`config.mk`:
```
export PLATFORM = sky130hd
export DESIGN_NAME = li_pack_guard
export DESIGN_NICKNAME = d
export VERILOG_FILES = /design/src/rtl/pack_guard_pkg.sv /design/src/rtl/pg_qual_timer.sv /design/src/rtl/pg_prot_reg.sv /design/src/rtl/li_pack_guard.sv
export SDC_FILE = /design/constraint.sdc
export NUM_CORES = 1
export LEC_CHECK = 0
export ABC_AREA = 0
export BUFFER_PORTS_ARGS = -buffer_cell sky130_fd_sc_hd__buf_2
export CAP_MARGIN = 15
export CORE_ASPECT_RATIO = 0.5
export CORE_UTILIZATION = 49
export CTS_CLUSTER_DIAMETER = 30
export DETAILED_ROUTE_END_ITERATION = 7
export GPL_TIMING_DRIVEN = 0
export PLACE_DENSITY = 0.79
export SYNTH_ARGS = -nofsm -noshare
export SYNTH_HDL_FRONTEND = slang
export SYNTH_HIERARCHICAL = 1
export SYNTH_SLANG_ARGS = --single-unit
```
`constraint.sdc`:
```
create_clock -name clk -period 1.81 [get_ports clk]
set_clock_uncertainty 0.15 [all_clocks]
set_input_delay 0.2715 -clock clk [delete_from_list [all_inputs] [get_ports clk]]
set_output_delay 0.2715 -clock clk [all_outputs]
set_load 0.005 [all_outputs]
```
`src/rtl/pack_guard_pkg.sv`:
```
package pack_guard_pkg;

    // Bit positions inside the protection register
    localparam int unsigned BIT_OV  = 7;
    localparam int unsigned BIT_UV  = 6;
    localparam int unsigned BIT_COC = 5;
    localparam int unsigned BIT_DOC = 4;
    localparam int unsigned BIT_CCM = 3;
    localparam int unsigned BIT_DCM = 2;
    localparam int unsigned BIT_CE  = 1;
    localparam int unsigned BIT_DE  = 0;

    // Qualification timer slots
    localparam int unsigned T_OV   = 0;
    localparam int unsigned T_UV   = 1;
    localparam int unsigned T_COC  = 2;
    localparam int unsigned T_DOC  = 3;
    localparam int unsigned T_SC   = 4;
    localparam int unsigned N_TMR  = 5;

    typedef struct packed {
        logic ov;
        logic uv;
        logic coc;
        logic doc;
    } fault_vec_t;

endpackage

```
`src/rtl/pg_qual_timer.sv`:
```
module pg_qual_timer #(
    parameter int unsigned DLY = 4
) (
    input  logic clk,
    input  logic rst_n,
    input  logic cond,
    output logic hit
);
    localparam int unsigned CNT_W = (DLY < 2) ? 1 : $clog2(DLY);
    localparam logic [CNT_W-1:0] LAST = CNT_W'(DLY - 1);

    logic [CNT_W-1:0] cnt_d, cnt_q;

    always_comb begin
        hit   = cond && (cnt_q == LAST);
        cnt_d = cnt_q;
        if (!cond) begin
            cnt_d = '0;
        end else if (cnt_q != LAST) begin
            cnt_d = cnt_q + 1'b1;
        end
    end

    always_ff @(posedge clk or negedge rst_n) begin
        if (!rst_n) begin
            cnt_q <= '0;
        end else begin
            cnt_q <= cnt_d;
        end
    end
endmodule

```
`src/rtl/pg_prot_reg.sv`:
```
module pg_prot_reg
    import pack_guard_pkg::*;
(
    input  logic       clk,
    input  logic       rst_n,
    input  fault_vec_t set_i,
    input  logic       wake_i,
    input  logic       wr_en,
    input  fault_vec_t keep_i,
    input  logic       ce_wr_i,
    input  logic       de_wr_i,
    output fault_vec_t flag_o,
    output logic       ce_o,
    output logic       de_o
);
    typedef struct packed {
        fault_vec_t flag;
        logic       ce;
        logic       de;
    } reg_t;

    reg_t r_d, r_q;

    always_comb begin
        r_d = r_q;
        if (wr_en) begin
            r_d.flag = r_q.flag & keep_i;
            r_d.ce   = ce_wr_i;
            r_d.de   = de_wr_i;
        end
        // a newly qualified fault wins over a clear
        r_d.flag = r_d.flag | set_i;
        if (wake_i) begin
            r_d.ce = 1'b1;
            r_d.de = 1'b1;
        end
    end

    always_ff @(posedge clk or negedge rst_n) begin
        if (!rst_n) begin
            r_q <= '{flag: '0, ce: 1'b1, de: 1'b1};
        end else begin
            r_q <= r_d;
        end
    end

    assign flag_o = r_q.flag;
    assign ce_o   = r_q.ce;
    assign de_o   = r_q.de;
endmodule

```
`src/rtl/li_pack_guard.sv`:
```
module li_pack_guard
    import pack_guard_pkg::*;
#(
    parameter int unsigned CELL_W  = 10,
    parameter int unsigned SENSE_W = 13,
    parameter logic [CELL_W-1:0] OV_TH = 10'd891,
    parameter logic [CELL_W-1:0] CE_TH = 10'd840,
    parameter logic [CELL_W-1:0] UV_TH = 10'd512,
    parameter logic signed [SENSE_W-1:0] OC_TH      = 13'sd1600,
    parameter logic signed [SENSE_W-1:0] DSG_REL_TH = -13'sd128,
    parameter int unsigned OV_DLY = 16,
    parameter int unsigned UV_DLY = 16,
    parameter int unsigned OC_DLY = 8,
    parameter int unsigned SC_DLY = 2
) (
    input  logic                      clk,
    input  logic                      rst_n,
    input  logic                      active,
    input  logic [CELL_W-1:0]         cell_v,
    input  logic signed [SENSE_W-1:0] sense_v,
    input  logic                      sc_trip,
    input  logic                      pls_above,
    input  logic                      wr_en,
    input  logic [7:0]                wr_data,
    output logic                      chg_n,
    output logic                      dsg_n,
    output logic                      sleep_req,
    output logic [7:0]                prot_reg
);
    localparam logic signed [SENSE_W-1:0] OC_NEG = -OC_TH;
    localparam int unsigned DLY_TAB [N_TMR] = '{OV_DLY, UV_DLY, OC_DLY, OC_DLY, SC_DLY};

    typedef struct packed {
        fault_vec_t act;
        logic       awake;
    } st_t;

    st_t st_d, st_q;

    logic [N_TMR-1:0] cond;
    logic [N_TMR-1:0] hit;
    fault_vec_t       set_v;
    fault_vec_t       flag_v;
    fault_vec_t       keep_v;
    logic             ce_q, de_q;
    logic             wake;
    logic             chg_off, dsg_off;
    logic             unused_mirror_wr;

    assign unused_mirror_wr = ^wr_data[BIT_CCM:BIT_DCM];

    // Qualification conditions, sampled only while awake
    always_comb begin
        cond         = '0;
        cond[T_OV]   = st_q.awake && (cell_v > OV_TH);
        cond[T_UV]   = st_q.awake && (cell_v < UV_TH);
        cond[T_COC]  = st_q.awake && (sense_v > OC_TH);
        cond[T_DOC]  = st_q.awake && (sense_v < OC_NEG);
        cond[T_SC]   = st_q.awake && sc_trip;
    end

    for (genvar i = 0; i < N_TMR; i++) begin : g_tmr
        pg_qual_timer #(.DLY(DLY_TAB[i])) tmr_i (
            .clk   (clk),
            .rst_n (rst_n),
            .cond  (cond[i]),
            .hit   (hit[i])
        );
    end

    assign wake = active && !st_q.awake;

    always_comb begin
        set_v.ov  = hit[T_OV];
        set_v.uv  = hit[T_UV];
        set_v.coc = hit[T_COC];
        set_v.doc = hit[T_DOC] | hit[T_SC];
    end

    // Fault state: each fault has its own release rule
    always_comb begin
        st_d       = st_q;
        st_d.awake = active;

        // overvoltage: release has priority so a discharge reopens the path
        if (set_v.ov) begin
            st_d.act.ov = 1'b1;
        end
        if ((cell_v < CE_TH) || (sense_v <= DSG_REL_TH)) begin
            st_d.act.ov = 1'b0;
        end

        // undervoltage: held until the device is woken again
        if (wake) begin
            st_d.act.uv = 1'b0;
        end else if (set_v.uv) begin
            st_d.act.uv = 1'b1;
        end

        // charge overcurrent: pack terminal pulled below the threshold
        if (set_v.coc) begin
            st_d.act.coc = 1'b1;
        end else if (!pls_above) begin
            st_d.act.coc = 1'b0;
        end

        // discharge overcurrent or short: pack terminal back above
        if (set_v.doc) begin
            st_d.act.doc = 1'b1;
        end else if (pls_above) begin
            st_d.act.doc = 1'b0;
        end
    end

    always_ff @(posedge clk or negedge rst_n) begin
        if (!rst_n) begin
            st_q <= '0;
        end else begin
            st_q <= st_d;
        end
    end

    always_comb begin
        keep_v.ov  = wr_data[BIT_OV];
        keep_v.uv  = wr_data[BIT_UV];
        keep_v.coc = wr_data[BIT_COC];
        keep_v.doc = wr_data[BIT_DOC];
    end

    pg_prot_reg prot_i (
        .clk     (clk),
        .rst_n   (rst_n),
        .set_i   (set_v),
        .wake_i  (wake),
        .wr_en   (wr_en),
        .keep_i  (keep_v),
        .ce_wr_i (wr_data[BIT_CE]),
        .de_wr_i (wr_data[BIT_DE]),
        .flag_o  (flag_v),
        .ce_o    (ce_q),
        .de_o    (de_q)
    );

    always_comb begin
        chg_off = st_q.act.ov | st_q.act.uv | st_q.act.coc | !ce_q | !st_q.awake;
        dsg_off = st_q.act.uv | st_q.act.coc | st_q.act.doc | !de_q | !st_q.awake;
    end

    assign chg_n     = chg_off;
    assign dsg_n     = dsg_off;
    assign sleep_req = st_q.act.uv;

    always_comb begin
        prot_reg          = '0;
        prot_reg[BIT_OV]  = flag_v.ov;
        prot_reg[BIT_UV]  = flag_v.uv;
        prot_reg[BIT_COC] = flag_v.coc;
        prot_reg[BIT_DOC] = flag_v.doc;
        prot_reg[BIT_CCM] = chg_off;
        prot_reg[BIT_DCM] = dsg_off;
        prot_reg[BIT_CE]  = ce_q;
        prot_reg[BIT_DE]  = de_q;
    end
endmodule

```
== Word level (Yosys, flattened, before mapping) ==
Cells that the tools add are included.

* Input port bits: 37
* Flip-flop bits (word level): 26
* Word-level logic and storage cells: 90
* Output and inout port bits: 11

* Equal/unequal tests: 13
* $lt $le $gt $ge: 6
* Add/sub/neg operators: 5
* Bitwise gates (word level): 11
* Muxes and demuxes: 20
* Reduce and logical (&&, ||, !) cells: 19

{| class="wikitable"
|+ Operators by type and width
! kind !! count
|-
| 10-bit < comparator (second input constant) || 2
|-
| 4-bit two-way mux || 4
|-
| 13-bit by 12-bit > comparator with 1-bit output (second input constant) || 1
|-
| 13-bit by 8-bit <= comparator with 1-bit output (second input constant) || 1
|-
| 13-bit by 12-bit < comparator with 1-bit output (second input constant) || 1
|-
| 3-bit two-way mux || 4
|-
| 1-bit logical AND || 11
|-
| 10-bit > comparator (second input constant) || 1
|-
| 1-bit two-way mux || 10
|-
| 1-bit OR || 9
|-
| 4-bit by 1-bit adder with 4-bit output (second input constant) || 2
|-
| 4-bit equality test (second input constant) || 2
|-
| 2-bit != test (second input constant) || 4
|-
| 4-bit != test (second input constant) || 2
|-
| 2-bit nonzero test || 4
|-
| 3-bit by 1-bit adder with 3-bit output (second input constant) || 2
|-
| 3-bit equality test (second input constant) || 2
|-
| 6-bit two-way mux || 1
|-
| 3-bit != test (second input constant) || 2
|-
| 4-bit bitwise AND || 1
|-
| 4-bit OR || 1
|-
| 1-bit logical NOT || 3
|-
| 2-bit two-way mux || 1
|-
| 2-bit by 1-bit != test with 1-bit output (second input constant) || 1
|-
| other kinds (2) || 2
|}

== Logic depth before layout (Yosys ltp) ==
Gate-level depths: netlist (run 1).

* Word-level depth: 5
* Mapped depth: 6
* Mapped depth without buffers: 6

== Cells and area by module ==
Netlist (run 1), hierarchy kept.

{| class="wikitable"
|+ By module, submodules not included
! module !! cells each !! instances !! area an instance (um^2) !! seq. area each (um^2)
|-
| pg_qual_timer at g_tmr[0].tmr_i ... || 20 || 2 || 212.7 || 100.1
|-
| li_pack_guard || 41 || 1 || 360.3 || 125.1
|-
| pg_qual_timer at g_tmr[2].tmr_i ... || 12 || 2 || 155.1 || 75.1
|-
| pg_prot_reg || 18 || 1 || 237.7 || 152.6
|-
| pg_qual_timer at g_tmr[4].tmr_i || 2 || 1 || 31.3 || 25.0
|}

== Least setup slack after synthesis (run 1) ==
No wires, ideal clock.

* Kind: input -> register
* Start: input port sense_v[1]
* End: register prot_i.r_q (netlist bit prot_i/flag_o[1])
* Path buffers: 0
* Data arrival time: 1,410 ps
* Stages on the path: 5
* Required time: 1,542 ps
* Slack: 132 ps
* Library setup time: 118 ps
* Cells stage by stage: or4_4 o31ai_2 a2111oi_1 and2_2 a21o_1

{| class="wikitable"
|+ RTL lines
! element !! line !! RTL
|-
| start, declared || li_pack_guard.sv:20 || <nowiki>input logic signed [SENSE_W-1:0] sense_v,</nowiki>
|-
| end signal, assigned || pg_prot_reg.sv:41 || <nowiki>r_q <= '{flag: '0, ce: 1'b1, de: 1'b1};</nowiki>
|-
| end signal, assigned || pg_prot_reg.sv:43 || <nowiki>r_q <= r_d;</nowiki>
|-
| end, declared || pg_prot_reg.sv:22 || <nowiki>reg_t r_d, r_q;</nowiki>
|}

==> summary.md, run 1 <==
| Metric | Value |
|---|---|
| Status | `complete, but fails checks` |
| Violated checks | `design-rule violations` |
| Data required time of the worst path | `1820 ps` |
| WL per Instance | `12.13 µm` |
| I/O pin total | `48` |
| Power density cells | `625.7 nW/µm²` |
| Post-Syn Instances | `125` |
| RSZ-0062 raised after global routing | `no` |
| Synthesis Warnings | `6` |
| Leakage power | `0.8835 nW` |
| Area Growth Syn to Fin | `24.75%` |
| Final core occ | `65.03%` |
| Die area | `3014 µm²` |
| Iter 0 DRT Violations | `55` |
| First-pass GRT wire length | `4.215 mm` |
| Most frequent cells in the layout | `43 x buf_2, 24 x dfrtp_1, 8 x nand2b_1, 8 x mux2i_1` |
| R2R cell count | `5` |
| Most common cell after layout, fill and taps aside | `buf_2` |
| Post-Synthesis Cell Area | `1365 µm²` |
| Setup crit start kind | `flip-flop` |
| Pin count of the biggest net entering global routing | `27` |
| Site row count | `13` |
| Port buffer count | `43` |
| Nets@finish | `219` |
| Worst-path fanout max | `4` |
| TritonCTS clock tree | `done` |
| Core Area | `2619 µm²` |
| Endpoint class of the critical path | `flip-flop` |
| Arr. time, crit path | `1710 ps` |
| CTS H-Tree Depth | `1` |
| Register area | `653.1 µm²` |
| Hold Path Cell Cnt | `2` |
| Post-synth EDFFs | `0` |
| Clock sink count | `26` |
| Via count | `1,052` |
| CTS Buffer Depth | `2` |
| Via density | `4.986` |
| Sequential-to-total area share from yosys stat | `47.85%` |
| Total track usage | `19.19%` |
| Die width | `76.65 µm` |
| Worst skew pair latency | `270 ps` |
| Max Cap Viol | `0` |
| Vias in the first global route | `953` |
| Synthesized area per cell | `10.92 µm²` |
| TNS Setup | `0 ps` |
| Post-Route WL | `2.560 mm` |
| Tcrit/Tclk final | `93.71%` |
| Ys async rst share | `100.0%` |
| DP HPWL | `1.967 mm` |
| Synth Flop Type | `dfrtp_1` |
| Placed cell areas | `1627 µm²` |
| Fmax | `589.6 MHz` |
| Least-Margin Pin Slew | `654.2 ps` |
| GRT Residual Overflow | `0` |
| Filler cells | `206` |
| Design area | `1703 µm²` |
| Slew headroom | `56.28%` |
| Syn nets | `168` |
| Min-Delay Path Class | `input port to flip-flop` |
| CTS root buf | `clkbuf_8` |
| Synth Register Bits | `26` |
| Final ANT Viol Nets | `0` |
| Antenna violations before repair | `0` |
| Tmin final | `1696 ps` |
| Final Wtd Congestion | `0.7827` |
| Final setup vio count | `0` |
| Die Y | `39.32 µm` |
| Initial Util | `52.13%` |
| Peak VDD IR | `358.5 µV` |
| Cts bufs inserted | `3` |
| Unique masters post-synth | `34` |
| Final Total Pwr | `1.065 mW` |
| Drt pass-1 iters | `6` |
| Multi-input logic area | `674.4 µm²` |
| Share of cells above drive strength 1 | `36.78%` |
| # DRC | `2` |
| Worst-path clk slew | `80 ps` |
| Setup Crit Path Kind | `flip-flop to flip-flop` |
| Count of pins over their slew limit | `0` |
| Final Hold Vio Count | `0` |
| Diode count | `0` |
-- sequential cells by signal (all words and copies together) (netlist names) --
name / flops
g_tmr.tmr_i/cnt_q: 15
prot_i/ce_o: 1
prot_i/de_o: 1
prot_i/flag_o: 4
sleep_req: 1
st_q: 4
-- worst max-delay path, cell delays in order, from the launching register on --
cell and delay [ps]:
dfrtp_1 400, ha_1 210, ha_2 210, and2_2 190
or2_2 280, a21o_1 150
-- cells by family after synthesis --
group	after synthesis	synth area share [%]
and+or+nand+nor	49	21.63
muxes	8	5.866
DFF	26	47.85
adders and majority gates	6	5.499
AOI/OAI and AO/OA	26	14.57
xor gates and xnor gates	2	1.283
buffers and inverters	8	3.299
-- timing repair --
| action | 4_1_cts | 5_1_grt |
|---|---|---|
| resized for setup | 1 | 1 |
| setup endpoints to repair | 2 | 3 |
| setup buffers | 1 | 0 |
| pin swaps | 0 | 1 |
| hold endpoints to repair | 25 | 0 |
| hold buffers | 2 | 0 |
-- cells in the mapped netlist, types with 3 or more instances --
cell type,instances,share of area [%]
a21o_1,6,3.3
a21oi_1,3,1.1
a31oi_1,3,1.4
and2_1,6,2.8
buf_4,4,2.2
dfrtp_1,24,44
ha_1,6,5.5
inv_1,4,1.1
mux2i_1,8,5.9
nand2_1,7,1.9
nand2b_1,8,3.7
nand3_1,3,1.1
nor2_1,4,1.1
nor2b_1,7,3.2
-- metal layers --
metal	up-vias	track usage, %	part of all wire (%)
met5	-	0	0
met4	0	9.615	1.1
met2	16	33.33	49
met3	4	5.116	2.2
li1	544	-	-
met1	488	23.14	48
-- final timing paths --
| path | from | to | slack [ps] |
|---|---|---|---|
| hold / removal | sense_v[12] | st_q[4]$_DFFE_PN0P_ | 50 |
| setup / recovery | g_tmr[3].tmr_i/cnt_q[0]$_DFFE_PN0P_ | st_q[1]$_DFFE_PN0P_ | 110 |
| hold reg to reg | prot_i/flag_o[2]$_DFF_PN0_ | prot_i/flag_o[2]$_DFF_PN0_ | 330 |
| min in group asynchronous | rst_n | g_tmr[0].tmr_i/cnt_q[3]$_DFFE_PN0P_ | 390 |
| max in group asynchronous | rst_n | prot_i/de_o$_DFFE_PN1P_ | 740 |
| setup reg to reg | g_tmr[3].tmr_i/cnt_q[0]$_DFFE_PN0P_ | st_q[1]$_DFFE_PN0P_ | 110 |
-- where the power goes --
group,leakage (nW),switching [mW],total (mW),internal [mW]
sequential,0.349,0.0112,0.611,0.600
combinational,0.513,0.0629,0.139,0.0766
clock,0.0216,0.166,0.315,0.149
total,0.884,0.240,1.07,0.825
-- layout make-up --
type	count	share of cell area (%)
Sequential cell	26	38.35
Multi-Input combinational cell	91	39.60
Timing Repair Buffer	46	14.25
Clock buffer	3	2.425
Buffer	4	1.763
Inverter	4	0.8817
Tap cell	37	2.719
-- stage by stage --
step | instances | setup slack (ps) | hold slack [ps]
finish | 211 | 113.9 | 53.12
global placement | 205 | -44.88 | 151.0
CTS | 211 | 33.01 | 51.64
detailed placement | 205 | -53.96 | 154.2
global route | 211 | 33.28 | 48.23
floorplan | 125 | 132.3 | -174.1
No activity file was read; power rests on OpenSTA's default activity.
==> run 2, diff against run 1 <==
- ABC_AREA: 0 -> 1
- CORE_UTILIZATION: 49 -> 50
==> summary.md, run 2 <==
| Metric | Value |
|---|---|
| Least-Margin Pin Slew | `585.0 ps` |
| Ys async rst share | `100.0%` |
| Vias in the first global route | `1,288` |
| Initial Util | `54.82%` |
| Diode count | `0` |
| Final Hold Vio Count | `0` |
| Simple-gate area share of the yosys netlist | `35.16%` |
| Min-Delay Path Class | `input port to flip-flop` |
| Post-synth EDFFs | `0` |
| # DRC | `0` |
| Hold Crit Start | `pls_above` |
| Drt pass-1 iters | `4` |
| Peak VDD IR | `357.7 µV` |
| CTS Buffer Depth | `2` |
| CTS H-Tree Depth | `1` |
| Synth area leader | `dfrtp_1` |
| Filler cells | `244` |
| WL per Instance | `10.59 µm` |
| Antenna violations before repair | `0` |
| Endpoint class of the critical path | `primary output` |
| Reg2reg end | `st_q[4]$_DFFE_PN0P_` |
| Worst-path clk slew | `90 ps` |
| Area share of the largest cell type after synthesis | `40.57%` |
| Hold Path Cell Cnt | `2` |
| Area Growth Syn to Fin | `23.08%` |
| Largest Register | `g_tmr.tmr_i/cnt_q` |
| Tmin final | `1670 ps` |
| Arr. time, crit path | `1250 ps` |
| Via count | `1,382` |
| Core Area | `2700 µm²` |
| Worst-path fanout max | `5` |
| Post-Layout Cell Count | `294` |
| Reg2reg setup slack | `220 ps` |
| Pin count of the biggest net entering global routing | `27` |
| Slew headroom | `61.00%` |
| Clock sink count | `26` |
| Sequential-to-total area share from yosys stat | `44.13%` |
| Post-synthesis xor/xnor area fraction | `0%` |
| Status | `finished, final reports clean` |
| Worst Hold Path EP | `st_q[1]$_DFFE_PN0P_` |
| Fmax | `598.6 MHz` |
| Max Cap Viol | `0` |
| Commonest cells in the netlist | `60 x nand2_1, 34 x inv_1, 32 x nor2_1` |
| Die area | `3195 µm²` |
| Placed cell count | `288` |
| RSZ-0062 raised after global routing | `no` |
| Leakage power | `1.074 nW` |
| Cts bufs inserted | `3` |
| Adder-Cell Fraction of Synth Area | `5.072%` |
| Compound-Gate Fraction of Synth Area | `4.227%` |
| Synth Flop Type | `dfrtp_1` |
| R2R cell count | `6` |
| Most common cell after layout, fill and taps aside | `nand2_1` |
| Iter 0 DRT Violations | `49` |
| Share of cells above drive strength 1 | `24.51%` |
| I/O pin total | `48` |
| Post-Synthesis Cell Area | `1480 µm²` |
| Synthesis Warnings | `6` |
| CTS root buf | `clkbuf_8` |
| Site row count | `13` |
| Final ANT Viol Nets | `0` |
| Die Y | `40.48 µm` |
| Most frequent cells in the layout | `60 x nand2_1, 43 x buf_2, 34 x inv_1, 32 x nor2_1, 24 x dfrtp_1` |
| Reg2reg start | `st_q[0]$_DFF_PN0_` |
| Nets@finish | `301` |
| First-pass GRT wire length | `5.085 mm` |
| Unique masters post-synth | `17` |
| Post-Route WL | `3.114 mm` |
| Most common cell in the netlist | `nand2_1` |
| Setup Buffers After CTS | `0` |
| Synth area leaders | `dfrtp_1 41%, nand2_1 15%, inv_1 8.6%` |
| TNS Setup | `0 ps` |
| TritonCTS clock tree | `done` |
| Via density | `4.701` |
| DP HPWL | `2.448 mm` |
| Worst skew pair latency | `280 ps` |
| Final setup vio count | `0` |
| Max reg flops | `15` |
| Power density cells | `631.8 nW/µm²` |
| Final Wtd Congestion | `0.8940` |
| Data required time of the worst path | `1390 ps` |
| Post-Syn Instances | `208` |
| Largest family of logic cells by synthesized area | `simple AND/OR/NAND/NOR gates` |
| Synthesized area per cell | `7.116 µm²` |
| Syn nets | `251` |
| Die width | `78.95 µm` |
| Mux contribution to synthesized area | `0%` |
| Setup Crit Path Kind | `flip-flop to primary output` |
| Tcrit/Tclk final | `92.29%` |
| Total track usage | `21.57%` |
| GRT Residual Overflow | `0` |
| Count of pins over their slew limit | `0` |
| Setup crit start kind | `flip-flop` |
| Port buffer count | `43` |
| Synth Register Bits | `26` |
-- run 2: cell types whose count changed in the layout (fill, tap and decap cells not counted), sizes merged, moves of 5 or more --
cell | before | now
o21ai | 2 | 9
nand2 | 7 | 62
nor2b | 7 | 0
nor2 | 4 | 36
mux2i | 8 | 0
and2 | 8 | 0
nand2b | 8 | 0
a21o | 6 | 1
nand3 | 3 | 22
inv | 4 | 37
-- run 2: cell families after synthesis --
logic type               after synthesis
adder cells (fa/ha/maj)                6
buffers and inverters                 41
AO/OA/AOI/OAI                         12
flip-flops                            26
AND/OR/NAND/NOR                      123
-- run 2: timing repair --
item	4_1_cts	5_1_grt
endpoints found under the setup margin	0	2
hold buffers	2	0
gates resized for setup	0	1
hold endpoints to repair	25	0
-- run 2: worst max path at each step --
stage	slack [ps]	end	startpoint
2_1_floorplan	400	prot_i/flag_o[0]$_DFF_PN0_	st_q[0]$_DFF_PN0_
3_3_place_gp	150	st_q[4]$_DFFE_PN0P_	cell_v[9]
3_5_place_dp	110	st_q[4]$_DFFE_PN0P_	cell_v[9]
4_1_cts	110	prot_i/flag_o[0]$_DFF_PN0_	st_q[0]$_DFF_PN0_
5_1_grt	20	prot_reg[3]	st_q[0]$_DFF_PN0_
6_report	140	prot_reg[3]	st_q[0]$_DFF_PN0_
-- run 2: cell type report --
cell class | count | area, µm² | share of cell area, %
Timing Repair Buffer | 45 | 235.2 | 12.91
Tap cell | 37 | 46.29 | 2.541
Inverter | 37 | 138.9 | 7.624
Buffer | 4 | 30.03 | 1.648
Clock buffer | 4 | 55.05 | 3.022
Sequential cell | 26 | 653.1 | 35.85
Multi-Input combinational cell | 141 | 663.1 | 36.40
-- run 2: routing by layer --
layer  global-route usage [%]  vias up  routed length (µm)
li1                         -      730                   -
met3                    4.773        4                  80
met4                    5.455        0                  31
met1                    24.28      635                1396
met5                        0        -                   0
met2                    43.91       13                1606
-- run 2: where the power goes --
group | switching [mW] | leakage, nW | internal, mW
Sequential | 0.0120 | 0.349 | 0.601
Clock | 0.187 | 0.0288 | 0.195
Combinational | 0.0841 | 0.697 | 0.0721
Total | 0.283 | 1.07 | 0.868
-- run 2: metrics by stage --
stage | power, mW | area, µm² | worst slack [ps] | util [%] | hold slack (ps)
3_5_place_dp | 0.7768 | 1742 | 110.3 | 64.50 | 156.0
3_3_place_gp | 0.7691 | 1742 | 148.6 | 64.50 | 153.4
4_1_cts | 1.162 | 1817 | 109.8 | 67.28 | 42.64
5_1_grt | 1.213 | 1822 | 19.74 | 67.47 | 55.51
6_report | 1.151 | 1822 | 139.6 | 67.47 | 48.72
2_1_floorplan | 0.6931 | 1480 | 400.8 | - | -174.1
-- run 2: critical path, stage by stage, from the launching register on --
cell and delay [ps]:
dfrtp_1 400, inv_1 130, nor2_1 110, nand3_1 90, buf_4 140, buf_2 110
